===== src/rtl/gpio_bank_pkg.sv =====
package gpio_bank_pkg;

    // Low two bits of the register word index select the update kind.
    typedef enum logic [1:0] {
        ALT_WRITE  = 2'd0,
        ALT_SET    = 2'd1,
        ALT_CLEAR  = 2'd2,
        ALT_TOGGLE = 2'd3
    } alt_op_e;

    // Which storage an access reaches.
    typedef enum logic [1:0] {
        TGT_NONE  = 2'd0,
        TGT_DIR   = 2'd1,
        TGT_LEVEL = 2'd2,
        TGT_PINS  = 2'd3
    } tgt_e;

    typedef struct packed {
        tgt_e    tgt;
        alt_op_e op;
    } access_t;

endpackage


===== src/rtl/gbk_addr_decode.sv =====
module gbk_addr_decode
    import gpio_bank_pkg::*;
#(
    parameter int ADDR_W = 8
) (
    input  logic [ADDR_W-1:0] addr,
    output access_t           acc
);
    localparam int IDX_W = ADDR_W - 2;
    localparam logic [IDX_W-1:0] PIN_IDX = IDX_W'(8);

    logic [IDX_W-1:0] idx;
    assign idx = addr[ADDR_W-1:2];

    // Word index 0..3 -> direction, 4..7 -> level, 8 -> pin inputs.
    always_comb begin
        acc.tgt = TGT_NONE;
        acc.op  = ALT_WRITE;
        if (addr[1:0] == 2'b00) begin
            if (idx < PIN_IDX) begin
                acc.tgt = idx[2] ? TGT_LEVEL : TGT_DIR;
                acc.op  = alt_op_e'(idx[1:0]);
            end else if (idx == PIN_IDX) begin
                acc.tgt = TGT_PINS;
            end
        end
    end

endmodule


===== src/rtl/gbk_ctl_reg.sv =====
module gbk_ctl_reg
    import gpio_bank_pkg::*;
#(
    parameter int W = 32
) (
    input  logic         clk,
    input  logic         rst_n,
    input  logic         wr,
    input  alt_op_e      op,
    input  logic [W-1:0] wdata,
    output logic [W-1:0] q
);
    always_ff @(posedge clk or negedge rst_n) begin
        if (!rst_n) begin
            q <= '0;
        end else if (wr) begin
            unique case (op)
                ALT_WRITE:  q <= wdata;
                ALT_SET:    q <= q | wdata;
                ALT_CLEAR:  q <= q & ~wdata;
                ALT_TOGGLE: q <= q ^ wdata;
            endcase
        end
    end

endmodule


===== src/rtl/gbk_in_sync.sv =====
module gbk_in_sync #(
    parameter int W      = 32,
    parameter int STAGES = 2
) (
    input  logic         clk,
    input  logic         rst_n,
    input  logic [W-1:0] din,
    output logic [W-1:0] dout
);
    logic [W-1:0] stage_q [STAGES];

    for (genvar g = 0; g < STAGES; g++) begin : g_stage
        if (g == 0) begin : g_first
            always_ff @(posedge clk or negedge rst_n) begin
                if (!rst_n) stage_q[g] <= '0;
                else        stage_q[g] <= din;
            end
        end else begin : g_next
            always_ff @(posedge clk or negedge rst_n) begin
                if (!rst_n) stage_q[g] <= '0;
                else        stage_q[g] <= stage_q[g-1];
            end
        end
    end

    assign dout = stage_q[STAGES-1];

endmodule


===== src/rtl/gpio_bank.sv =====
module gpio_bank
    import gpio_bank_pkg::*;
#(
    parameter int NUM_PINS    = 32,
    parameter int DATA_W      = 32,
    parameter int ADDR_W      = 8,
    parameter int SYNC_STAGES = 2
) (
    input  logic                clk,
    input  logic                rst_n,
    input  logic [ADDR_W-1:0]   bus_addr,
    input  logic [DATA_W-1:0]   bus_wdata,
    input  logic                bus_we,
    input  logic                bus_re,
    output logic [DATA_W-1:0]   bus_rdata,
    input  logic [NUM_PINS-1:0] pin_in,
    output logic [NUM_PINS-1:0] pin_out,
    output logic [NUM_PINS-1:0] pin_oe
);
    access_t             acc;
    logic [NUM_PINS-1:0] dir_q;
    logic [NUM_PINS-1:0] lvl_q;
    logic [NUM_PINS-1:0] pins_sync;
    logic [DATA_W-1:0]   rd_word;
    logic                wr_dir;
    logic                wr_lvl;

    gbk_addr_decode #(.ADDR_W(ADDR_W)) u_dec (
        .addr (bus_addr),
        .acc  (acc)
    );

    assign wr_dir = bus_we && (acc.tgt == TGT_DIR);
    assign wr_lvl = bus_we && (acc.tgt == TGT_LEVEL);

    gbk_ctl_reg #(.W(NUM_PINS)) u_dir (
        .clk   (clk),
        .rst_n (rst_n),
        .wr    (wr_dir),
        .op    (acc.op),
        .wdata (bus_wdata[NUM_PINS-1:0]),
        .q     (dir_q)
    );

    gbk_ctl_reg #(.W(NUM_PINS)) u_lvl (
        .clk   (clk),
        .rst_n (rst_n),
        .wr    (wr_lvl),
        .op    (acc.op),
        .wdata (bus_wdata[NUM_PINS-1:0]),
        .q     (lvl_q)
    );

    gbk_in_sync #(.W(NUM_PINS), .STAGES(SYNC_STAGES)) u_sync (
        .clk   (clk),
        .rst_n (rst_n),
        .din   (pin_in),
        .dout  (pins_sync)
    );

    always_comb begin
        rd_word = '0;
        unique case (acc.tgt)
            TGT_DIR:   rd_word[NUM_PINS-1:0] = dir_q;
            TGT_LEVEL: rd_word[NUM_PINS-1:0] = lvl_q;
            TGT_PINS:  rd_word[NUM_PINS-1:0] = pins_sync;
            TGT_NONE:  rd_word = '0;
        endcase
    end

    always_ff @(posedge clk or negedge rst_n) begin
        if (!rst_n)      bus_rdata <= '0;
        else if (bus_re) bus_rdata <= rd_word;
    end

    assign pin_oe  = dir_q;
    assign pin_out = lvl_q & dir_q;

endmodule


===== config.mk =====
export PLATFORM = sky130hd
export DESIGN_NAME = gpio_bank
export DESIGN_NICKNAME = d
export VERILOG_FILES = /design/src/rtl/gpio_bank_pkg.sv /design/src/rtl/gbk_addr_decode.sv /design/src/rtl/gbk_ctl_reg.sv /design/src/rtl/gbk_in_sync.sv /design/src/rtl/gpio_bank.sv
export SDC_FILE = /design/constraint.sdc
export NUM_CORES = 1
export LEC_CHECK = 0
export ABC_AREA = 1
export BUFFER_PORTS_ARGS = -buffer_cell sky130_fd_sc_hd__buf_2
export CAP_MARGIN = 40
export CORE_MARGIN = 2
export CORE_UTILIZATION = 30
export DETAILED_ROUTE_END_ITERATION = 16
export GPL_TIMING_DRIVEN = 0
export PLACE_DENSITY = 0.51
export SETUP_SLACK_MARGIN = 0.15
export SYNTH_ARGS = -nofsm -noshare
export SYNTH_HDL_FRONTEND = slang
export SYNTH_SLANG_ARGS = --single-unit

===== constraint.sdc =====
create_clock -name clk -period 3.5 [get_ports clk]
set_clock_uncertainty 0.1 [all_clocks]
set_input_delay 0.35 -clock clk [delete_from_list [all_inputs] [get_ports clk]]
set_output_delay 0.35 -clock clk [all_outputs]
set_load 0.02 [all_outputs]

# After elaboration in Yosys (flattened, before gate mapping)
# Index checks and enable logic that the tools add are counted.
# op_classes
n_addsub,0
mul,0
n_div,0
magnitude_cmp,1
eq_ne,7
shifts,0
muxes,8
bitwise_logic,8
n_reduce_logical,5
# ops
operator,n
$pmux W32 S4,3
$and A32 B32 Y32,3
$or A32 B32 Y32,2
$xor A32 B32 Y32,2
$not A32 Y32,1
$eq A2 B2 Y1 const B,4
$mux W2,4
$eq A6 B4 Y1 const B,1
$logic_not A2 Y1,3
$lt A6 B4 Y1 const B,1
$eq A2 B1 Y1 const B,2
$mux W4,1
$logic_and A1 B1 Y1,2
# totals
regBits,160
latchBits,0
ramBits,0
mem_bits_ro,0
in_bits,76
out_inout_bits,96
elab_cells,34
memories,0

# Logic depth before layout (Yosys ltp)
# Gate-level depths: netlist of the first run.
# depth
ltp_word,6
ltp_mapped,9
depth_no_buf,8

# Hierarchy
# Synthesis of the first run repeated with hierarchy kept, for this count alone.
# unflattened
hier_cells,1479
hier_area_um2,10829.1
# modules_own_cells
module,instances,cells_per_inst,area_per_inst_um2,seq_area_each_um2
gbk_ctl_reg at u_dir,1,491,3296.9,800.8
gbk_ctl_reg at u_lvl,1,491,3268.1,800.8
gpio_bank,1,384,2344.7,800.8
gbk_in_sync,1,96,1841.8,1601.5
gbk_addr_decode,1,17,77.6,0.0

# Worst setup path before layout of the first run
# No wires, ideal clock.
# synth_path
kind,input -> register
startpoint,in bus_addr[1]
endpoint,reg u_dir.q[23]
setup_time_ns,0.117
arrival_ns,1.312
t_required_ns,3.283
slack_ns,1.970
cell_stages,9
n_path_buf,1
path_cell_list,nor2_2 > inv_2 > nor2_4 > nand2_2 > nor2_8 > buf_4 > nand2_1 > nor2_1 > nor2_1
# synth_between
elab_chain_len,4
word_cells_on_any_way,9
cone_classes,4 x eq/ne; 2 x mux; 3 x reduce/logical
# synth_lines
element,line_no,rtl
from (decl),gpio_bank.sv:11,"input logic [ADDR_W-1:0] bus_addr,"
$logic_not A2 Y1 *,gbk_addr_decode.sv:19,if (addr[1:0] == 2'b00) begin
$mux W4 *,gbk_addr_decode.sv:19,
"$eq A2 B2 Y1, or another cell as far along",gbk_ctl_reg.sv:17,unique case (op)
$pmux W32 S4 / $logic_and A1 B1 Y1 (equally long branches),"gbk_ctl_reg.sv:17, gpio_bank.sv:33",
to (signal assigned),gbk_ctl_reg.sv:18,ALT_WRITE: q <= wdata;
to (signal assigned),gbk_ctl_reg.sv:19,ALT_SET: q <= q | wdata;
to (signal assigned),gbk_ctl_reg.sv:20,ALT_CLEAR: q <= q & ~wdata;
to (decl),gbk_ctl_reg.sv:11,output logic [W-1:0] q
# Every way passes the cells marked *; elsewhere a longest branch is shown, timed or not.
# A chain may end at the register's enable or synchronous reset.

# Final worst setup path of the first run
# layout_path
startpoint,in bus_addr[6]
endpoint,reg bus_rdata[18]
# layout_between
elab_chain_len,6
word_cells_on_any_way,10
cone_classes,1 x order compare; 4 x eq/ne; 4 x mux; 1 x reduce/logical
# layout_lines
element,line_no,rtl
"parallel branches: the longest is 2 deep, another holds $lt A6 B4 Y1",--,
$mux W2 *,gbk_addr_decode.sv:20,if (idx < PIN_IDX) begin
$mux W4 *,gbk_addr_decode.sv:19,
"$eq A2 B2 Y1, or another cell as far along",gpio_bank.sv:63,unique case (acc.tgt)
$pmux W32 S4 *,gpio_bank.sv:63,
to (signal assigned),gpio_bank.sv:73,else if (bus_re) bus_rdata <= rd_word;
to (decl),gpio_bank.sv:15,"output logic [DATA_W-1:0] bus_rdata,"
# Every way passes the cells marked *.

==> results of run 1 <==
==> synthesized netlist by cell type <==
master / number / area share, %
nor2_1: 280 / 10
nand3b_1: 52 / 3.8
o21ai_0: 39 / 1.9
inv_2: 2 / 0.073
a21oi_1: 10 / 0.48
nor2_8: 2 / 0.39
buf_6: 15 / 1.6
ha_1: 128 / 16
nand3_1: 284 / 14
nor2_4: 4 / 0.44
buf_4: 8 / 0.58
nor2_2: 2 / 0.12
nand2_1: 125 / 4.5
clkbuf_1: 35 / 1.3
nand2_4: 1 / 0.11
nand4_1: 1 / 0.061
buf_1: 2 / 0.073
inv_1: 148 / 5.4
nand2_2: 1 / 0.061
buf_2: 18 / 0.87
dfrtp_1: 160 / 39
==> final timing paths <==
path,from,end,depth (start not counted),slack [ns]
setup reg to reg,u_dir.q[13],u_dir.q[13],6,2.07
hold reg to reg,u_sync.stage_q[46],u_sync.dout[14],0,0.24
max in group asynchronous,rst_n,u_sync.dout[8],3,2.08
min in group asynchronous,rst_n,u_sync.stage_q[53],2,0.35
hold / removal,bus_wdata[18],u_dir.q[18],5,0.19
setup / recovery,bus_addr[6],bus_rdata[18],9,1.59
==> what timing repair did <==
item                                    in CTS  in global routing
hold buffers                                33                  0
hold endpoints to repair                   106                  0
endpoints found under the setup margin       0                  0
==> final cells by class <==
type	instances	area [µm²]	share of cell area (%)
Multi-Input combinational cell	929	5300	41.62
Sequential cell	160	4004	31.44
Timing Repair Buffer	207	1252	9.835
Inverter	150	563.0	4.421
Tap cell	448	560.5	4.402
Buffer	78	457.9	3.596
Clock buffer	18	439.2	3.449
Clock inverter	14	157.7	1.238
==> layout by cell type, fill, tap and decap left out, drive strengths merged, types with 33 or more instances in the layout <==
cell         synthesis  routed
ha                 128     128
inv                150     154
buf                 43     217
dfrtp              160     160
o21ai               39      39
nand2              127     127
nand3              284     284
nor2               288     288
nand3b              52      52
clkbuf              35      53
dlygate4sd3          0      33
==> sequential cells by signal (all words and copies together), names as in the netlist <==
name and flops:
u_dir.q 32, u_sync.stage_q 32, u_lvl.q 32, bus_rdata 32, u_sync.dout 32
==> through the flow <==
step / setup TNS (ns) / std cells / util [%]
CTS: 0 / 2004 / 37.79
detailed placement: 0 / 1939 / 35.04
global route: 0 / 2004 / 37.79
global placement: -127.09 / 1935 / 34.83
floorplan: 0 / 1317 / -
finish: 0 / 2004 / 37.79
==> power breakdown <==
group	leakage, nW	switching [mW]	internal, mW
combinational	4.44	0.766	0.432
clock	0.289	0.887	1.08
sequential	1.96	0.249	2.05
==> metal layers <==
| layer | GRT usage [%] | wire length, µm |
|---|---|---|
| met1 | 29.82 | 17700 |
| met2 | 34.47 | 17390 |
| met3 | 4.430 | 2970 |
| met4 | 7.752 | 992 |
| met5 | 0 | 19 |
==> critical path, delay by kind of cell <==
family          cells  cell delay, ns
compound gates      1            0.12
simple gates        5            0.93
buf+inv             3            0.78
==> kinds of logic after synthesis <==
| kind of cell | count (synthesis) | share of synthesized area (%) |
|---|---|---|
| buffers and inverters | 228 | 9.889 |
| flip-flops | 160 | 38.78 |
| AND/OR/NAND/NOR | 752 | 33.45 |
| AO/OA/AOI/OAI | 49 | 2.375 |
| adder cells (fa/ha/maj) | 128 | 15.51 |
==> results.cfg, run 1 <==
[cells_and_area]
synthToLayoutAreaGrowth_pct = 23.34
final_net_count = 1747
number_of_antenna_repair_diodes = 0
drive_above_1_share_pct = 16.65
layout.filler_cells = 3547
design_area_um2 = 12730

[worst_setup_path]
crit_path_cell_trace = buf_2, inv_1, nand2_1, nor2_1, clkbuf_1, nand3_1, o21ai_0, nor2_1, nor2_1
cell_occurring_most_often_along_the_worst_timing_path = nor2_1
worst_ep_arrival_time_ns = 2.19
setup.worst_path.start_class = input pin
critical_path.max_stage_delay_ns = 0.64
timing.critical_path.to_type = register
critical_path.slowest_cell = clkbuf_1
setup.worst_path.class = input pin to register
critPathRequiredTime_ns = 3.78
critical_path_peak_fanout = 10

[timing]
min_hold_slack_ns = 0.1925
slew-limit-headroom_pct = 35.90
max_slew.worst_pin.slew_ns = 0.9615
smallest_setup_slack_after_layout_ns = 1.591
fmax_mhz = 523.8
min_period_over_period_pct = 54.55
rsz0062_at_grt = no
slew_viol_final = 0
finalHoldViolCount = 0
finish_stage_setup_viols = 0
final_period_minus_worst_setup_slack_ns = 1.909

[clock_tree]
clk_path_buf_depth = 2
cts.htree.levels = 4
clk_pin_slew_worst_paths_ns = 0.07
clk-insertion-delay-late_ns = 0.46
ctsResizeCount = 0
clock-sinks = 160
post_cts_buffers = 0
cts_tree = done
cts_root_buf = clkbuf_16
tritoncts.num_buffers = 17

[global_route]
vias_in_the_first_global_route = 9600
pin_count_of_the_biggest_net_entering_global_routing = 87
antenna_violations_before_repair = 3
gr-usage-all-layers_pct = 21.89
globalRoute.totalOverflow = 0
grt_pass1_wl_mm = 58.40

[floorplanning]
std_cell_core_area_um2 = 33700
die_h_um = 189.5
ports_placed_on_the_boundary = 172
die-width_um = 189.5
floorplan.initialDensity_pct = 30.64
num_rows = 67
fp.dieArea_um2 = 35920

[route]
dr.pass1.iters = 5
vias_per_cell = 4.877
route.vias.total = 9773
drc = 0
final_antenna_net_count = 0
drt_first_iter_violations = 805
wl_per_instance_um = 19.49
total_detailed_routing_wirelength_mm = 39.07

[yosys]
syn-instance-count = 1317
syn_area_um2 = 10320
synthesis.nets = 1521
synth_area_per_cell_um2 = 7.840
synth_cell_types = 21
yosys_register_bits = 160
synth_warnings = 0
synth-seq-area-share_pct = 38.78

[hold_path]
worst_hold_path_type = input pin to register

[power]
p_total_mw = 5.470
cellPowerDensity_nw_per_um2 = 429.5
ir_worst_vdd_mv = 0.3252
power_leakage_nw = 6.693

[placed_design]
globalplace.congestion = 0.8689
post-place-ws_ns = 1.047
placed_cell_area_um2 = 11810
port_buffers = 170
post-dp-hpwl_mm = 27.12

[outcome]
outcome = finished, final reports clean

[run]
drv_cap = 0
(Power assumes the default switching activity.)
==> run 2: changes to the inputs <==
--- a/config.mk
+++ b/config.mk
@@ -12,7 +12,7 @@
 export CORE_UTILIZATION = 30
 export DETAILED_ROUTE_END_ITERATION = 16
 export GPL_TIMING_DRIVEN = 0
-export PLACE_DENSITY = 0.51
+export PLACE_DENSITY = 0.53
 export SETUP_SLACK_MARGIN = 0.15
 export SYNTH_ARGS = -nofsm -noshare
 export SYNTH_HDL_FRONTEND = slang
==> constraint.sdc (replaced) <==
create_clock -name clk -period 1.6 [get_ports clk]
set_clock_uncertainty 0.1 [all_clocks]
set_input_delay 0.16 -clock clk [delete_from_list [all_inputs] [get_ports clk]]
set_output_delay 0.16 -clock clk [all_outputs]
set_load 0.02 [all_outputs]
==> run 2 against run 1 <==
Final area up 5.3%. Sequential power up 120%. Via count up 3.4%. Combinational power rose to 2.6 times the previous value. Clock-buffer cell count down 1. Largest cell class unchanged. Setup slack worse by 1.4 ns. Critical path depth down 6. Critical endpoint is now pin_out[7]. Power up 130%. Die area unchanged.
==> results.cfg, run 2 (same netlist as run 1, synthesis figures left out) <==
[global_route]
vias_in_the_first_global_route = 9692
gr-usage-all-layers_pct = 21.96
grt_use_met1_pct = 29.78
pin_count_of_the_biggest_net_entering_global_routing = 91
antenna_violations_before_repair = 5
globalRoute.totalOverflow = 0
grt_pass1_wl_mm = 59.05
grt.met3_usage_pct = 4.708
gr_busiest_metal = met2
globalRouteMet2Util_pct = 34.04

[timing]
finalHoldViolCount = 0
min_hold_slack_ns = 0.01133
slew-limit-headroom_pct = 40.52
fmax_mhz = 695.6
slew_viol_final = 0
rsz0062_at_grt = yes
max_slew.worst_pin.slew_ns = 0.8923
min_period_over_period_pct = 89.85
finish_stage_setup_viols = 0
final_period_minus_worst_setup_slack_ns = 1.438

[placed_design]
globalplace.congestion = 0.8802
post-dp-hpwl_mm = 27.18
place_inst = 1941
placed_cell_area_um2 = 11830
port_buffers = 170

[worst_setup_path]
worst-path-buf-inv = 2
critical_path.max_stage_delay_ns = 0.44
critPathRequiredTime_ns = 1.34
crit_path_cell_trace = nand2_1, inv_1, buf_2
worst_ep_arrival_time_ns = 1.18
critical_path_peak_fanout = 5
setup.worst_path.class = register to output pin
setup.worst_path.start_class = register
critical_path.slowest_cell = dfrtp_1
timing.critical_path.to_type = output pin
timing.critical_path.max_delay_family = flip-flops

[route]
final_antenna_net_count = 0
route.vias.total = 10110
total_detailed_routing_wirelength_mm = 39.71
drc = 0
wl_per_instance_um = 19.30
dr.pass1.iters = 5
vias_per_cell = 4.915
drt_first_iter_violations = 785

[power]
ir_worst_vdd_mv = 0.7427
power_leakage_nw = 7.030
cellPowerDensity_nw_per_um2 = 953.2

[clock_tree]
clk_pin_slew_worst_paths_ns = 0.08
clk_path_buf_depth = 2
clk-insertion-delay-late_ns = 0.45
cts.htree.levels = 4
cts_root_buf = clkbuf_16
tritoncts.num_buffers = 17
clock-sinks = 160
cts_tree = done

[cells_and_area]
finish.cell_count_without_fillers = 2057
leading_cell_types_in_the_layout_fill_and_taps_excluded = nand3_1, nor2_1, buf_2, inv_1, dfrtp_1
design_area_um2 = 13400
drive_above_1_share_pct = 23.49
utilization_pct = 39.78
synthToLayoutAreaGrowth_pct = 29.82
layout.filler_cells = 3527
commonest_non_fill_non_tap_cell_in_the_layout = nand3_1
final_net_count = 1796

[outcome]
outcome = finished, final reports clean

[run]
drv_cap = 0

[floorplanning]
fp.dieArea_um2 = 35920
std_cell_core_area_um2 = 33700
die_h_um = 189.5
floorplan.initialDensity_pct = 30.64
ports_placed_on_the_boundary = 172
die-width_um = 189.5
num_rows = 67

[hold_path]
worst_hold_path_type = input pin to register
run 2: through the flow:
| stage | total power [mW] | TNS [ns] | setup slack (ns) |
|---|---|---|---|
| global placement | 7.587 | -441.26 | -2.528 |
| CTS | 12.60 | 0 | 0.1501 |
| global route | 13.43 | 0 | 0.1026 |
| detailed placement | 7.682 | -38.33 | -0.6660 |
| floorplan | 6.509 | 0 | 0.2602 |
| finish | 12.78 | 0 | 0.1624 |
run 2: power breakdown:
part | switching [mW] | internal [mW]
Clock | 2.02 | 2.68
Sequential | 0.484 | 4.52
Combinational | 1.85 | 1.23
run 2: per-layer routing:
metal / routed length (µm) / part of all wire (%)
met1: 17670 / 45
met2: 17420 / 44
met3: 3148 / 7.9
met4: 1442 / 3.6
met5: 27 / 0.068
run 2: what timing repair did:
item                                    CTS  global route
hold buffers                             35             0
buffers inserted                         15            29
resized for setup                        34            85
gates cloned                              0             1
pin swaps                                 0            20
endpoints found under the hold margin   105             0
endpoints found under the setup margin  107           101
run 2: final timing paths:
check                                    from            endpoint  slack (ns)  cells past startpoint
setup / recovery                   u_dir.q[7]          pin_out[7]        0.16                      3
max in group asynchronous               rst_n          u_lvl.q[7]        0.37                      3
min in group asynchronous               rst_n  u_sync.stage_q[57]        0.15                      2
setup reg to reg                  u_dir.q[22]         u_dir.q[22]        0.19                      7
hold / removal                  bus_wdata[29]         u_dir.q[29]        0.01                      5
hold reg to reg            u_sync.stage_q[39]      u_sync.dout[7]        0.25                      0
run 2: tightest hold or removal path: cells and delay by family:
kind,cells,cell delay (ns)
AND/OR/NAND/NOR,4,0.28
buffers and inverters,1,0.09
run 2: layout make-up:
type | count | area (µm²) | area share [%]
clock inverter | 15 | 222.7 | 1.662
inverter | 150 | 563.0 | 4.201
buffer | 78 | 520.5 | 3.883
antenna | 4 | 10.01 | 0.07468
sequential | 160 | 4035 | 30.10
clock buffer | 17 | 425.4 | 3.174
timing repair buffer | 255 | 1703 | 12.70
tap | 448 | 560.5 | 4.182
multi-input combinational | 930 | 5364 | 40.02
==> run 3: changes to the inputs <==
--- a/config.mk
+++ b/config.mk
@@ -12,8 +12,9 @@
 export CORE_UTILIZATION = 30
 export DETAILED_ROUTE_END_ITERATION = 16
 export GPL_TIMING_DRIVEN = 0
-export PLACE_DENSITY = 0.53
+export PLACE_DENSITY = 0.46
 export SETUP_SLACK_MARGIN = 0.15
 export SYNTH_ARGS = -nofsm -noshare
 export SYNTH_HDL_FRONTEND = slang
 export SYNTH_SLANG_ARGS = --single-unit
+export TNS_END_PERCENT = 5
==> run 3 against run 2 <==
Clock-buffer cell count up 5. Sequential cell count unchanged. Sequential share of layout area up 0.88 points. Setup slack worse by 0.039 ns. Global-route usage up 0.45 points. Die area unchanged. Core utilization down 1.2 points. Clock power down 12%. Maximum frequency down 2.6%. First-iteration DRC count up 6.1%.
==> results.cfg, run 3 (same netlist as run 1, synthesis figures left out) <==
[worst_setup_path]
critPathRequiredTime_ns = 1.34
setup.worst_path.start_class = register
worst_setup_sp = u_lvl.q[12]
r2r_setup_slack_ns = 0.26
path_depth = 3
worstRegToRegCells = 6
endpoint = pin_out[12]
setup.worst_path.class = register to output pin
critical_path_peak_fanout = 5
critical_path.max_stage_delay_ns = 0.48
worst-path-buf-inv = 2
worst_ep_arrival_time_ns = 1.22
critical_path.slowest_cell = dfrtp_1
timing.critical_path.max_delay_family = flip-flops
timing.critical_path.to_type = output pin
crit_path_cell_trace = nand2_1, inv_1, buf_2
rr_endpoint = u_dir.q[3]
rr_startpoint = u_dir.q[3]

[placed_design]
globalplace.congestion = 0.8514
place_inst = 1942
placed_cell_area_um2 = 11850
post-dp-hpwl_mm = 27.72
port_buffers = 170

[timing]
rsz0062_at_grt = yes
finalHoldViolCount = 0
slew-limit-headroom_pct = 40.24
fmax_mhz = 677.2
finish_stage_setup_viols = 0
slew_viol_final = 0
max_slew.worst_pin.slew_ns = 0.8964
final_period_minus_worst_setup_slack_ns = 1.477
min_period_over_period_pct = 92.29

[global_route]
grt_pass1_wl_mm = 59.69
vias_in_the_first_global_route = 9634
gr_busiest_metal = met2
gr-usage-all-layers_pct = 22.41
grt_use_met1_pct = 30.00
pin_count_of_the_biggest_net_entering_global_routing = 84
globalRouteMet2Util_pct = 35.80
globalRoute.totalOverflow = 0
antenna_violations_before_repair = 1
grt.met3_usage_pct = 4.541

[power]
power.combinational.fraction_pct = 22.4
seq_power_share_pct = 42.7
power_leakage_nw = 6.816
p_int_mw = 7.819
net-switching-power_mw = 4.052
cellPowerDensity_nw_per_um2 = 913.1
swShare_pct = 34.13
ir_worst_vdd_mv = 0.7664
clock_power_share_pct = 34.9

[clock_tree]
cts_root_buf = clkbuf_16
cts_tree = done
clk_path_buf_depth = 2
clk-insertion-delay-late_ns = 0.45
clk_pin_slew_worst_paths_ns = 0.07
clock-sinks = 160
cts.htree.levels = 4
tritoncts.num_buffers = 17

[cells_and_area]
design_area_um2 = 13000
commonest_non_fill_non_tap_cell_in_the_layout = nand3_1
synthToLayoutAreaGrowth_pct = 25.92
final_net_count = 1767
finish.cell_count_without_fillers = 2024
leading_cell_types_in_the_layout_fill_and_taps_excluded = nand3_1, nor2_1, buf_2, inv_1, dfrtp_1
number_of_antenna_repair_diodes = 0
drive_above_1_share_pct = 19.99

[floorplanning]
std_cell_core_area_um2 = 33700
num_rows = 67
die_h_um = 189.5
die-width_um = 189.5
floorplan.initialDensity_pct = 30.64
ports_placed_on_the_boundary = 172
fp.dieArea_um2 = 35920

[route]
drt_first_iter_violations = 833
route.vias.total = 9785
total_detailed_routing_wirelength_mm = 39.70
drc = 0
vias_per_cell = 4.834
dr.pass1.iters = 5
final_antenna_net_count = 0
wl_per_instance_um = 19.61

[hold_path]
worst_hold_path_type = input pin to register

[outcome]
outcome = finished, final reports clean

[run]
drv_cap = 0
==> run 3: changes by cell type in the layout (fill, tap and decap cells not counted), sizes merged <==
| cell | before | now |
|---|---|---|
| buf | 256 | 231 |
| inv | 157 | 152 |
| diode | 4 | 0 |
| bufinv | 4 | 1 |
| dlygate4sd3 | 35 | 38 |
| clkbuf | 59 | 57 |
| clkinvlp | 1 | 3 |
| clkinv | 3 | 4 |
==> run 3: per-layer routing <==
layer	wire, µm	part of all wire [%]
met5	13	0.033
met2	17880	45
met1	18230	46
met3	2427	6.1
met4	1143	2.9
==> run 3: metrics by stage <==
| stage | hold slack, ns | utilization, % | setup slack (ns) | total power [mW] | TNS, ns |
|---|---|---|---|---|---|
| detailed placement | 0.1112 | 35.17 | -0.6453 | 7.694 | -42.19 |
| global placement | 0.1676 | 34.83 | -2.596 | 7.596 | -454.44 |
| floorplan | -0.2356 | - | 0.2602 | 6.509 | 0 |
| global route | 0.03681 | 38.58 | 0.07745 | 12.60 | 0 |
| CTS | 0.002734 | 38.17 | 0.05144 | 11.98 | 0 |
| finish | 0.01267 | 38.58 | 0.1234 | 11.87 | 0 |
==> run 3: what timing repair did <==
item | CTS | global route
hold buffers | 38 | 0
endpoints found under the setup margin | 113 | 123
gates resized for setup | 9 | 57
buffers inserted | 4 | 7
endpoints found under the hold margin | 117 | 0
gates cloned | 0 | 1
pin swaps | 2 | 7
==> run 3: final cells by class <==
| type | count | area, µm² |
|---|---|---|
| fillers | 3617 | 20700 |
| multi-input cells | 930 | 5335 |
| flip-flops and latches | 160 | 4029 |
| repair buffers | 226 | 1430 |
| inverters | 150 | 563.0 |
| well taps | 448 | 560.5 |
| plain buffers | 78 | 498.0 |
| clock buffers | 22 | 484.2 |
| clock inverters | 10 | 101.3 |
==> run 3: worst min path at each step <==
stage            startpoint                  to  slack (ns)  cells past startpoint
2_1_floorplan         rst_n        bus_rdata[0]       -0.24                      0
3_3_place_gp     pin_in[28]  u_sync.stage_q[60]        0.17                      1
3_5_place_dp          rst_n     u_sync.dout[10]        0.11                      1
4_1_cts        bus_wdata[8]          u_dir.q[8]       0.003                      5
5_1_grt        bus_wdata[9]          u_dir.q[9]        0.04                      5
6_report       bus_wdata[8]          u_dir.q[8]        0.01                      5
==> run 3: worst register-to-register path: cells and delay by family (launching register included) <==
kind | cells | cell delay, ns
and+or+nand+nor | 4 | 0.28
DFF | 1 | 0.45
adders and majority gates | 1 | 0.29
buffers and inverters | 1 | 0.11
==> run 3: power by group through the flow <==
stage                     clock, mW  sequential [mW]  combinational [mW]
after floorplan                   0             5.19                1.32
after global placement            0             5.12                2.48
after detailed placement          0             5.12                2.57
after CTS                      4.28             5.05                2.66
after global routing           4.44             5.14                3.03
final                          4.14             5.07                2.66
